==> config.mk <==
export PLATFORM = sky130hd
export DESIGN_NAME = copro_escape_gate
export DESIGN_NICKNAME = d
export VERILOG_FILES = /design/src/rtl/copro_gate_pkg.sv /design/src/rtl/copro_op_classify.sv /design/src/rtl/copro_msw_reg.sv /design/src/rtl/copro_verdict.sv /design/src/rtl/copro_escape_gate.sv
export SDC_FILE = /design/constraint.sdc
export NUM_CORES = 1
export LEC_CHECK = 0
export CAP_MARGIN = 20
export CORE_MARGIN = 5
export CORE_UTILIZATION = 25
export DETAILED_ROUTE_END_ITERATION = 8
export PLACE_DENSITY = 0.85
export SLEW_MARGIN = 20
export SYNTH_ARGS = -nofsm -noshare
export SYNTH_HDL_FRONTEND = slang
export SYNTH_HIERARCHICAL = 1
export SYNTH_SLANG_ARGS = --single-unit
==> constraint.sdc <==
create_clock -name clk -period 1.4 [get_ports clk]
set_input_delay 0.28 -clock clk [delete_from_list [all_inputs] [get_ports clk]]
set_output_delay 0.28 -clock clk [all_outputs]
set_load 0.01 [all_outputs]
==> src/rtl/copro_gate_pkg.sv <==
// Package: copro_gate_pkg
// Shared types for the coprocessor escape gatekeeper.
// Assumes: one verdict per decoded instruction; flags are held as a packed struct.
package copro_gate_pkg;

    typedef enum logic [1:0] {
        VERDICT_NONE    = 2'd0,
        VERDICT_FORWARD = 2'd1,
        VERDICT_UNAVAIL = 2'd2,
        VERDICT_ERROR   = 2'd3
    } verdict_e;

    typedef struct packed {
        logic ts;   // task switched
        logic em;   // emulate coprocessor
        logic mp;   // monitor coprocessor
    } copro_flags_t;

endpackage

==> src/rtl/copro_op_classify.sv <==
// Module: copro_op_classify
// Purely combinational sorting of a first instruction byte into escape, WAIT or other.
// Assumes: the byte is only meaningful when the decoder marks it valid.
module copro_op_classify #(
    parameter int          OP_W        = 8,
    parameter int          PREFIX_W    = 5,
    parameter logic [4:0]  ESC_PREFIX  = 5'b11011,
    parameter logic [7:0]  WAIT_OPCODE = 8'h9B
) (
    input  logic [OP_W-1:0] opcode,
    output logic            is_esc,
    output logic            is_wait
);
    localparam int PREFIX_LSB = OP_W - PREFIX_W;

    // Compare the upper field with the escape prefix and the whole byte with WAIT.
    always_comb begin
        is_esc  = (opcode[OP_W-1:PREFIX_LSB] == ESC_PREFIX[PREFIX_W-1:0]);
        is_wait = (opcode == WAIT_OPCODE[OP_W-1:0]);
    end

endmodule

==> src/rtl/copro_msw_reg.sv <==
// Module: copro_msw_reg
// Holds the monitor, emulation and task-switched flags of the machine status word.
// Loads are accepted only at privilege 0 and only when emulation and monitor are not both requested.
// A refused load raises a one-cycle fault pulse.
// Assumes: privilege 0 is the most privileged; reads are allowed at any level.
module copro_msw_reg
    import copro_gate_pkg::*;
#(
    parameter int MSW_W  = 16,
    parameter int PL_W   = 2,
    parameter int MP_BIT = 1,
    parameter int EM_BIT = 2,
    parameter int TS_BIT = 3
) (
    input  logic             clk,
    input  logic             rst_n,
    input  logic             load,
    input  logic [MSW_W-1:0] load_data,
    input  logic [PL_W-1:0]  cur_pl,
    output copro_flags_t     flags,
    output logic [MSW_W-1:0] rdata,
    output logic             prot_fault,
    output logic             cfg_illegal
);
    logic privileged;
    logic both_set;
    logic unused_load_bits;

    // Decode the privilege and configuration checks for the load.
    always_comb begin
        privileged       = (cur_pl == '0);
        both_set         = load_data[EM_BIT] && load_data[MP_BIT];
        unused_load_bits = ^load_data;
    end

    // Update the flags and the refusal pulses.
    always_ff @(posedge clk) begin
        if (!rst_n) begin
            flags       <= '0;
            prot_fault  <= 1'b0;
            cfg_illegal <= 1'b0;
        end else begin
            prot_fault  <= 1'b0;
            cfg_illegal <= 1'b0;
            if (load) begin
                if (!privileged) begin
                    prot_fault <= 1'b1;
                end else if (both_set) begin
                    cfg_illegal <= 1'b1;
                end else begin
                    flags.mp <= load_data[MP_BIT];
                    flags.em <= load_data[EM_BIT];
                    flags.ts <= load_data[TS_BIT];
                end
            end
        end
    end

    // Place the flags at their bit positions; unused bits read zero.
    always_comb begin
        rdata         = '0;
        rdata[MP_BIT] = flags.mp;
        rdata[EM_BIT] = flags.em;
        rdata[TS_BIT] = flags.ts;
    end

    AST_LOAD_PRIV_KEEPS: assert property (@(posedge clk) disable iff (!rst_n)
        (load && !privileged) |=> (flags == $past(flags)) && prot_fault) else $error("AST_LOAD_PRIV_KEEPS");
    AST_BOTH_REFUSED: assert property (@(posedge clk) disable iff (!rst_n)
        (load && privileged && both_set) |=> (flags == $past(flags)) && cfg_illegal) else $error("AST_BOTH_REFUSED");
    AST_NEVER_EM_MP: assert property (@(posedge clk) disable iff (!rst_n)
        !(flags.em && flags.mp)) else $error("AST_NEVER_EM_MP");

endmodule

==> src/rtl/copro_verdict.sv <==
// Module: copro_verdict
// Chooses forward, not-available trap or error trap for a decoded escape or WAIT.
// The verdict is registered as a one-cycle pulse.
// Assumes: flags are the values held before any load in the same cycle,
// and the error input is sampled only in the decode cycle.
module copro_verdict
    import copro_gate_pkg::*;
(
    input  logic         clk,
    input  logic         rst_n,
    input  logic         dec_valid,
    input  logic         is_esc,
    input  logic         is_wait,
    input  logic         err_check,
    input  logic         copro_error,
    input  copro_flags_t flags,
    output logic         fwd,
    output logic         trap_unavail,
    output logic         trap_err
);
    verdict_e decision;

    // Apply the checks in priority order: emulation, task switch, error.
    always_comb begin
        decision = VERDICT_NONE;
        if (dec_valid && is_esc) begin
            if (flags.em)                     decision = VERDICT_UNAVAIL;
            else if (flags.ts)                decision = VERDICT_UNAVAIL;
            else if (err_check && copro_error) decision = VERDICT_ERROR;
            else                              decision = VERDICT_FORWARD;
        end else if (dec_valid && is_wait) begin
            if (flags.ts && flags.mp)         decision = VERDICT_UNAVAIL;
            else if (!flags.em && copro_error) decision = VERDICT_ERROR;
            else                              decision = VERDICT_FORWARD;
        end
    end

    // Turn the decision into one registered pulse.
    always_ff @(posedge clk) begin
        if (!rst_n) begin
            fwd          <= 1'b0;
            trap_unavail <= 1'b0;
            trap_err     <= 1'b0;
        end else begin
            fwd          <= (decision == VERDICT_FORWARD);
            trap_unavail <= (decision == VERDICT_UNAVAIL);
            trap_err     <= (decision == VERDICT_ERROR);
        end
    end

    AST_ONE_VERDICT: assert property (@(posedge clk) disable iff (!rst_n)
        (dec_valid && (is_esc || is_wait)) |=> $countones({fwd, trap_unavail, trap_err}) == 1) else $error("AST_ONE_VERDICT");
    AST_SILENT_OTHER: assert property (@(posedge clk) disable iff (!rst_n)
        !(dec_valid && (is_esc || is_wait)) |=> !(fwd || trap_unavail || trap_err)) else $error("AST_SILENT_OTHER");
    AST_EM_BLOCKS_ESC: assert property (@(posedge clk) disable iff (!rst_n)
        (dec_valid && is_esc && flags.em) |=> trap_unavail && !fwd) else $error("AST_EM_BLOCKS_ESC");
    AST_WAIT_EM_SKIPS_ERR: assert property (@(posedge clk) disable iff (!rst_n)
        (dec_valid && is_wait && flags.em && !flags.ts) |=> fwd) else $error("AST_WAIT_EM_SKIPS_ERR");

endmodule

==> src/rtl/copro_escape_gate.sv <==
// Module: copro_escape_gate
// Top of the coprocessor escape gatekeeper.
// It classifies the decoded opcode, holds the machine status word,
// and issues one verdict pulse per escape or WAIT instruction.
// Assumes: the decoder asserts dec_err_check for the escapes that must sample the error input.
module copro_escape_gate
    import copro_gate_pkg::*;
#(
    parameter int         OP_W        = 8,
    parameter int         MSW_W       = 16,
    parameter int         PL_W        = 2,
    parameter int         MP_BIT      = 1,
    parameter int         EM_BIT      = 2,
    parameter int         TS_BIT      = 3,
    parameter logic [4:0] ESC_PREFIX  = 5'b11011,
    parameter logic [7:0] WAIT_OPCODE = 8'h9B
) (
    input  logic             clk,
    input  logic             rst_n,
    input  logic             dec_valid,
    input  logic [OP_W-1:0]  dec_opcode,
    input  logic             dec_err_check,
    input  logic             copro_error,
    input  logic [PL_W-1:0]  cur_pl,
    input  logic             msw_load,
    input  logic [MSW_W-1:0] msw_load_data,
    output logic [MSW_W-1:0] msw_rdata,
    output logic             copro_fwd,
    output logic             trap_unavail,
    output logic             trap_copro_err,
    output logic             prot_fault,
    output logic             cfg_illegal
);
    localparam int PREFIX_W = 5;

    logic         is_esc;
    logic         is_wait;
    copro_flags_t flags;

    copro_op_classify #(
        .OP_W(OP_W), .PREFIX_W(PREFIX_W),
        .ESC_PREFIX(ESC_PREFIX), .WAIT_OPCODE(WAIT_OPCODE)
    ) classify_i (
        .opcode(dec_opcode), .is_esc(is_esc), .is_wait(is_wait)
    );

    copro_msw_reg #(
        .MSW_W(MSW_W), .PL_W(PL_W),
        .MP_BIT(MP_BIT), .EM_BIT(EM_BIT), .TS_BIT(TS_BIT)
    ) msw_i (
        .clk(clk), .rst_n(rst_n), .load(msw_load), .load_data(msw_load_data),
        .cur_pl(cur_pl), .flags(flags), .rdata(msw_rdata),
        .prot_fault(prot_fault), .cfg_illegal(cfg_illegal)
    );

    copro_verdict verdict_i (
        .clk(clk), .rst_n(rst_n), .dec_valid(dec_valid),
        .is_esc(is_esc), .is_wait(is_wait), .err_check(dec_err_check),
        .copro_error(copro_error), .flags(flags),
        .fwd(copro_fwd), .trap_unavail(trap_unavail), .trap_err(trap_copro_err)
    );

endmodule

---- Yosys cells after proc, flatten, opt, wreduce, memory -nomap -nowiden ----
Cells that the tools add are included.
operators by class
  bitwise operators ....................... 1
  multiplexer cells ....................... 9
  reductions and logical operators ........ 11
  eq/ne operators ......................... 5
operators by type and width
  operator            number
  $mux 2              7
  $eq 8x8->1 const B  1
  $logic_and 1x1->1   6
  $reduce_and 3->1    2
  $eq 5x5->1 const B  1
  $eq 2x2->1 const B  2
  $eq 2x1->1 const B  1
  $logic_not 2->1     1
  $mux 1              2
  $reduce_and 2->1    1
  $logic_not 1->1     1
  $not 1->1           1
word-level totals
  flip-flop bits (word level) ............. 8
  input port bits ......................... 32
  output and inout port bits .............. 21
  word-level logic and storage cells ...... 34

---- Longest topological paths before layout ----
  word-level depth ........................ 7
  depth in mapped cells ................... 6
  gate-level depth less buffers ........... 6

---- Hierarchy ----
The synthesis kept the hierarchy.
by module, submodules not included
  module             cells each  times used  area an instance (sq um)  seq. area each (sq um)
  copro_msw_reg      36          1           312.8                     100.1
  copro_verdict      17          1           156.4                     60.1
  copro_op_classify  5           1           47.5                      0.0

---- Worst setup path after synthesis ----
Ideal clock, no wire load.
  kind .................................... input port to flip-flop
  start ................................... input dec_opcode[5]
  end ..................................... register verdict_i.fwd
  required time ........................... 1,284 ps
  library setup time ...................... 116 ps
  stages .................................. 5
  arrival ................................. 1,360 ps
  buffers on the path ..................... 0
  setup slack ............................. -76 ps
  path through ............................ nand4b_4 -> nor4_2 -> nand2b_4 -> o32a_1 -> and3_2
between the ends
  cells in the longest elaborated chain, start to end .. 5
  elaborated cells on any way between the ends .. 7
  those cells by class .................... eq/ne (3); mux (2); reduce/logical (2)
RTL lines
  what                    line                     RTL
  start: declaration      copro_escape_gate.sv:21  input logic [OP_W-1:0] dec_opcode,
  $eq 8x8->1              copro_op_classify.sv:19  is_wait = (opcode == WAIT_OPCODE[OP_W-1:0]);
  named net is_wait       copro_escape_gate.sv:37  logic is_wait;
  $logic_and 1x1->1       copro_verdict.sv:31      end else if (dec_valid && is_wait) begin
  $mux 2                  copro_verdict.sv:31
  $mux 2                  copro_verdict.sv:26      if (dec_valid && is_esc) begin
  $eq 2x1->1              copro_verdict.sv:45      fwd <= (decision == VERDICT_FORWARD);
  end signal: assignment  copro_verdict.sv:45
  end: declaration        copro_verdict.sv:17      output logic fwd,
The timed path passes the listed nets, and every way through them passes these cells.
A chain may end at the register's enable or synchronous reset.

---- Final worst setup path ----
  start ................................... register msw_i.prot_fault
  end ..................................... output prot_fault
RTL lines
  what                      line                     RTL
  start: declaration        copro_msw_reg.sv:22      output logic prot_fault,
  start signal: assignment  copro_msw_reg.sv:40      prot_fault <= 1'b0;
  start signal: assignment  copro_msw_reg.sv:43      prot_fault <= 1'b0;
  start signal: assignment  copro_msw_reg.sv:47      prot_fault <= 1'b1;
  end: declaration          copro_escape_gate.sv:31  output logic prot_fault,
No word-level cell between the ends.

==> reports/results.md <==
| Quantity | Value | Unit |
|---|---|---|
| Post-synthesis cell area | 516.7 | um2 |
| Via total after detailed routing | 475 | - |
| Diodes inserted | 0 | - |
| Capturing element type of the critical path | output pin | - |
| Largest cells by area after synthesis | sky130_fd_sc_hd__dfxtp_1, sky130_fd_sc_hd__buf_4, sky130_fd_sc_hd__nand4b_4 | - |
| Number of buffers inserted during clock tree synthesis | 3 | - |
| Clock H-tree levels | 1 | - |
| Gate family responsible for the most delay along the worst path | buffers and inverters | - |
| Power after layout | 0.0005292 | W |
| Starting utilization of the core area | 0.2634 | - |
| Async set-or-reset flop fraction in the synthesized netlist | 0 | - |
| Latest clock arrival within the worst-skew pair | 0.25 | ns |
| Largest area contributor in the netlist | sky130_fd_sc_hd__dfxtp_1 | - |
| Number of max-cap violations | 0 | - |
| Wire length of the first global-routing pass | 2173 | um |
| Number of antenna violations at the first check in global routing | 0 | - |
| Post-Syn Area per Cell | 8.909 | um2 |
| Cell Count, Final, Fillers Out | 115 | - |
| Global routing usage on met2 | 0.1419 | - |
| I/O Buffers | 26 | - |
| Count of nets after finishing | 122 | - |
| Routability Congestion | 0.8323 | - |
| Minimum period implied by the final worst setup slack | 1.362 | ns |
| Area of the core | 1962 | um2 |
| Post-CTS Hold Fix Bufs | 0 | - |
| Min-Delay Startpoint | msw_i/flags[2]$_SDFFE_PN0P_ | - |
| Sequential power share | 0.447 | - |
| Worst path setup slack after routing | 0.03841 | ns |
| Clock tree skew after final layout | 0.004631 | ns |
| Die footprint | 3076 | um2 |
| Post-synth EDFFs | 0 | - |
| Critical Path Max Stage Delay | 0.53 | ns |
| Final-report setup violation count | 0 | - |
| Peak supply drop | 0.3323 | mV |
| Wire length after detailed routing | 1322 | um |
| Grt ovf | 0 | - |
| Clock tree from TritonCTS | built | - |
| Antenna Nets Post-Route | 0 | - |
| CP startpoint kind | register | - |
| Max Buffers Root-to-Sink | 2 | - |
| DR pass1 iterations | 4 | - |
| Power per cell area | 664.0 | nW/um2 |
| Setup Total Neg Slack | 0 | ns |
| Number of cells after detailed placement | 112 | - |
| GRT Overall Usage | 0.09108 | - |
| CP cell instances | clkdlybuf4s50_1 | - |
| Most Crowded Layer GR | met2 | - |
| Hold Fails Final Rpt | 0 | - |
| Post-synthesis to final-layout area growth | 54.24 | % |
| Yosys top cell area share | 0.3099 | - |
| Seq cells post-synth | 8 | - |
| Residual DRC count | 0 | - |
| # clock sinks | 8 | - |
| Final cell area excluding filler cells | 797.0 | um2 |
| Number of DRC markers after the initial detailed-route iteration | 12 | - |
| Drt wl/cell | 11.50 | um |
| Logic depth of the worst register-to-register path | 3 | - |
| Min-Delay Endpoint | msw_i/flags[2]$_SDFFE_PN0P_ | - |
| Worst EP required | 1.12 | ns |
| Switching power share of the total | 0.2594 | - |
| Warning count from the yosys run | 6 | - |
| Synth top cells by count | sky130_fd_sc_hd__buf_4, sky130_fd_sc_hd__dfxtp_1, sky130_fd_sc_hd__nand2_1, sky130_fd_sc_hd__nor2_1, sky130_fd_sc_hd__inv_1 | - |
| Slowest stage cell, crit path | sky130_fd_sc_hd__clkdlybuf4s50_1 | - |
| Unrepaired setup endpoints after global routing | no | - |
| Clock share of power | 0.334 | - |
| Vertical die dimension | 55.47 | um |
| Clock transition at path regs | 0.06 | ns |
| Internal power | 0.0003919 | W |
| Most common cell in the synthesized netlist | sky130_fd_sc_hd__buf_4 | - |
| Switching power | 0.0001373 | W |
| Post-place instance area | 782.0 | um2 |
| Class of the tightest hold or removal check | reg -> reg | - |
| Met3 Resource Use GR | 0.05361 | - |
| Sequential cell area fraction in the yosys report | 0.3099 | - |
| Proportion of layout cells with a drive suffix above 1 | 0.2500 | - |
| Max FO, Critical Path | 1 | - |
| Clock tree root buffer cell | sky130_fd_sc_hd__clkbuf_4 | - |
| Cell variety after synth | 23 | - |
| Final period util | 0.9726 | - |
| Worst slack, placed | -0.5713 | ns |
| Result of the run | finished, final reports clean | - |
| Worst path bufs/invs | 1 | - |
| Reg-to-reg critical path endpoint | verdict_i/trap_err$_SDFF_PN0_ | - |
| Row Count | 16 | - |
| R2R Path Start | msw_i/flags[2]$_SDFFE_PN0P_ | - |
| FF-to-FF setup slack | 0.20 | ns |
| Per-cell via count in the routed design | 4.130 | - |
| I/O pin total | 53 | - |
| Commonest register cell after synthesis | sky130_fd_sc_hd__dfxtp_1 | - |
| GRT met1 Usage | 0.09709 | - |
| Highest clock rate | 734.4 | MHz |
| Min-Delay Path Depth | 2 | - |
| Leakage | 0.4184 | nW |
| Final max-slew violation count | 0 | - |
| Classification of the worst setup path | reg -> out | - |
| Largest net degree at the start of global routing | 8 | - |
| Arrival time at the worst endpoint | 1.08 | ns |
| Die Wd | 55.47 | um |
| Instance count of the mapped netlist | 58 | - |
| Setup fix buffers added after clock tree synthesis | 0 | - |
| Comb pwr share | 0.219 | - |
| Via count of the first global-routing pass | 485 | - |
[kinds of logic (layout without fill, tap and decap cells)]
group / after synthesis / count (layout) / share of synthesized area
AOI/OAI and AO/OA: 8 / 8 / 0.1332
muxes: 1 / 1 / 0.01937
other: 1 / 13 / 0.007257
and+or+nand+nor: 21 / 21 / 0.2760
DFF: 8 / 8 / 0.3099
buffers and inverters: 19 / 37 / 0.2542
[cell type report]
cell class	instances	area (um2)
fill	220	1165
tap	27	33.78
clock buffer	3	22.52
timing repair buffer	31	280.3
inverter	3	11.26
multi-input combinational	43	289.0
sequential	8	160.2
[sequential cells by signal, indices dropped and copies added (netlist names)]
register and count:
msw_i/cfg_illegal 1, msw_i/flags 3, msw_i/prot_fault 1, verdict_i/fwd 1, verdict_i/trap_err 1, verdict_i/trap_unavail 1
[routing by layer]
layer,vias to the layer above,share of wire
li1,234,-
met1,207,0.44
met2,32,0.44
met3,2,0.10
met4,0,0.017
met5,-,0
[stage by stage]
stage	hold WS, ns	util
5_1_grt	0.5928	0.4063
3_3_place_gp	0.5072	0.3986
6_report	0.5320	0.4063
2_1_floorplan	0.3555	-
3_5_place_dp	0.5045	0.3986
4_1_cts	0.5167	0.4063
[placed cells by master (no fill, tap or decap), drive strengths merged]
cell,netlist,final
a21oi,2,2
a22oi,1,1
clkbuf,0,7
o21a,1,1
nand2b,2,2
nor2,6,6
dlygate4sd2,0,7
o221a,2,2
nand4b,1,1
and3b,1,1
a211oi,1,1
conb,1,13
dfxtp,8,8
clkdlybuf4s50,0,12
o32a,1,1
buf,16,5
mux2i,1,1
or3b,1,1
nor3b,1,1
inv,3,3
nor4,2,2
dlymetal6s2s,0,3
and3,1,1
nand2,6,6
[what timing repair did]
item / in CTS / in global routing
setup endpoints to repair: 6 / 6
gates resized for setup: 13 / 13
pin swaps: 4 / 5
[power groups by stage]
stage           logic, W  clock network (W)  registers (W)
6_report        0.000116           0.000177       0.000237
5_1_grt         0.000125           0.000195       0.000237
4_1_cts         0.000117           0.000182       0.000237
3_5_place_dp    0.000126                  0       0.000242
3_3_place_gp    0.000121                  0       0.000242
2_1_floorplan  0.0000710                  0       0.000242
[worst max path at each step]
| stage | startpoint | to | cells after the start |
|---|---|---|---|
| 5_1_grt | verdict_i/trap_unavail$_SDFF_PN0_ | trap_unavail | 1 |
| 4_1_cts | dec_opcode[5] | verdict_i/fwd$_SDFF_PN0_ | 6 |
| 3_3_place_gp | dec_opcode[3] | verdict_i/fwd$_SDFF_PN0_ | 6 |
| 6_report | msw_i/prot_fault$_SDFF_PN0_ | prot_fault | 1 |
| 2_1_floorplan | dec_opcode[5] | verdict_i/fwd$_SDFF_PN0_ | 5 |
| 3_5_place_dp | dec_opcode[3] | verdict_i/fwd$_SDFF_PN0_ | 6 |
Power figures use the tool's default switching activity.
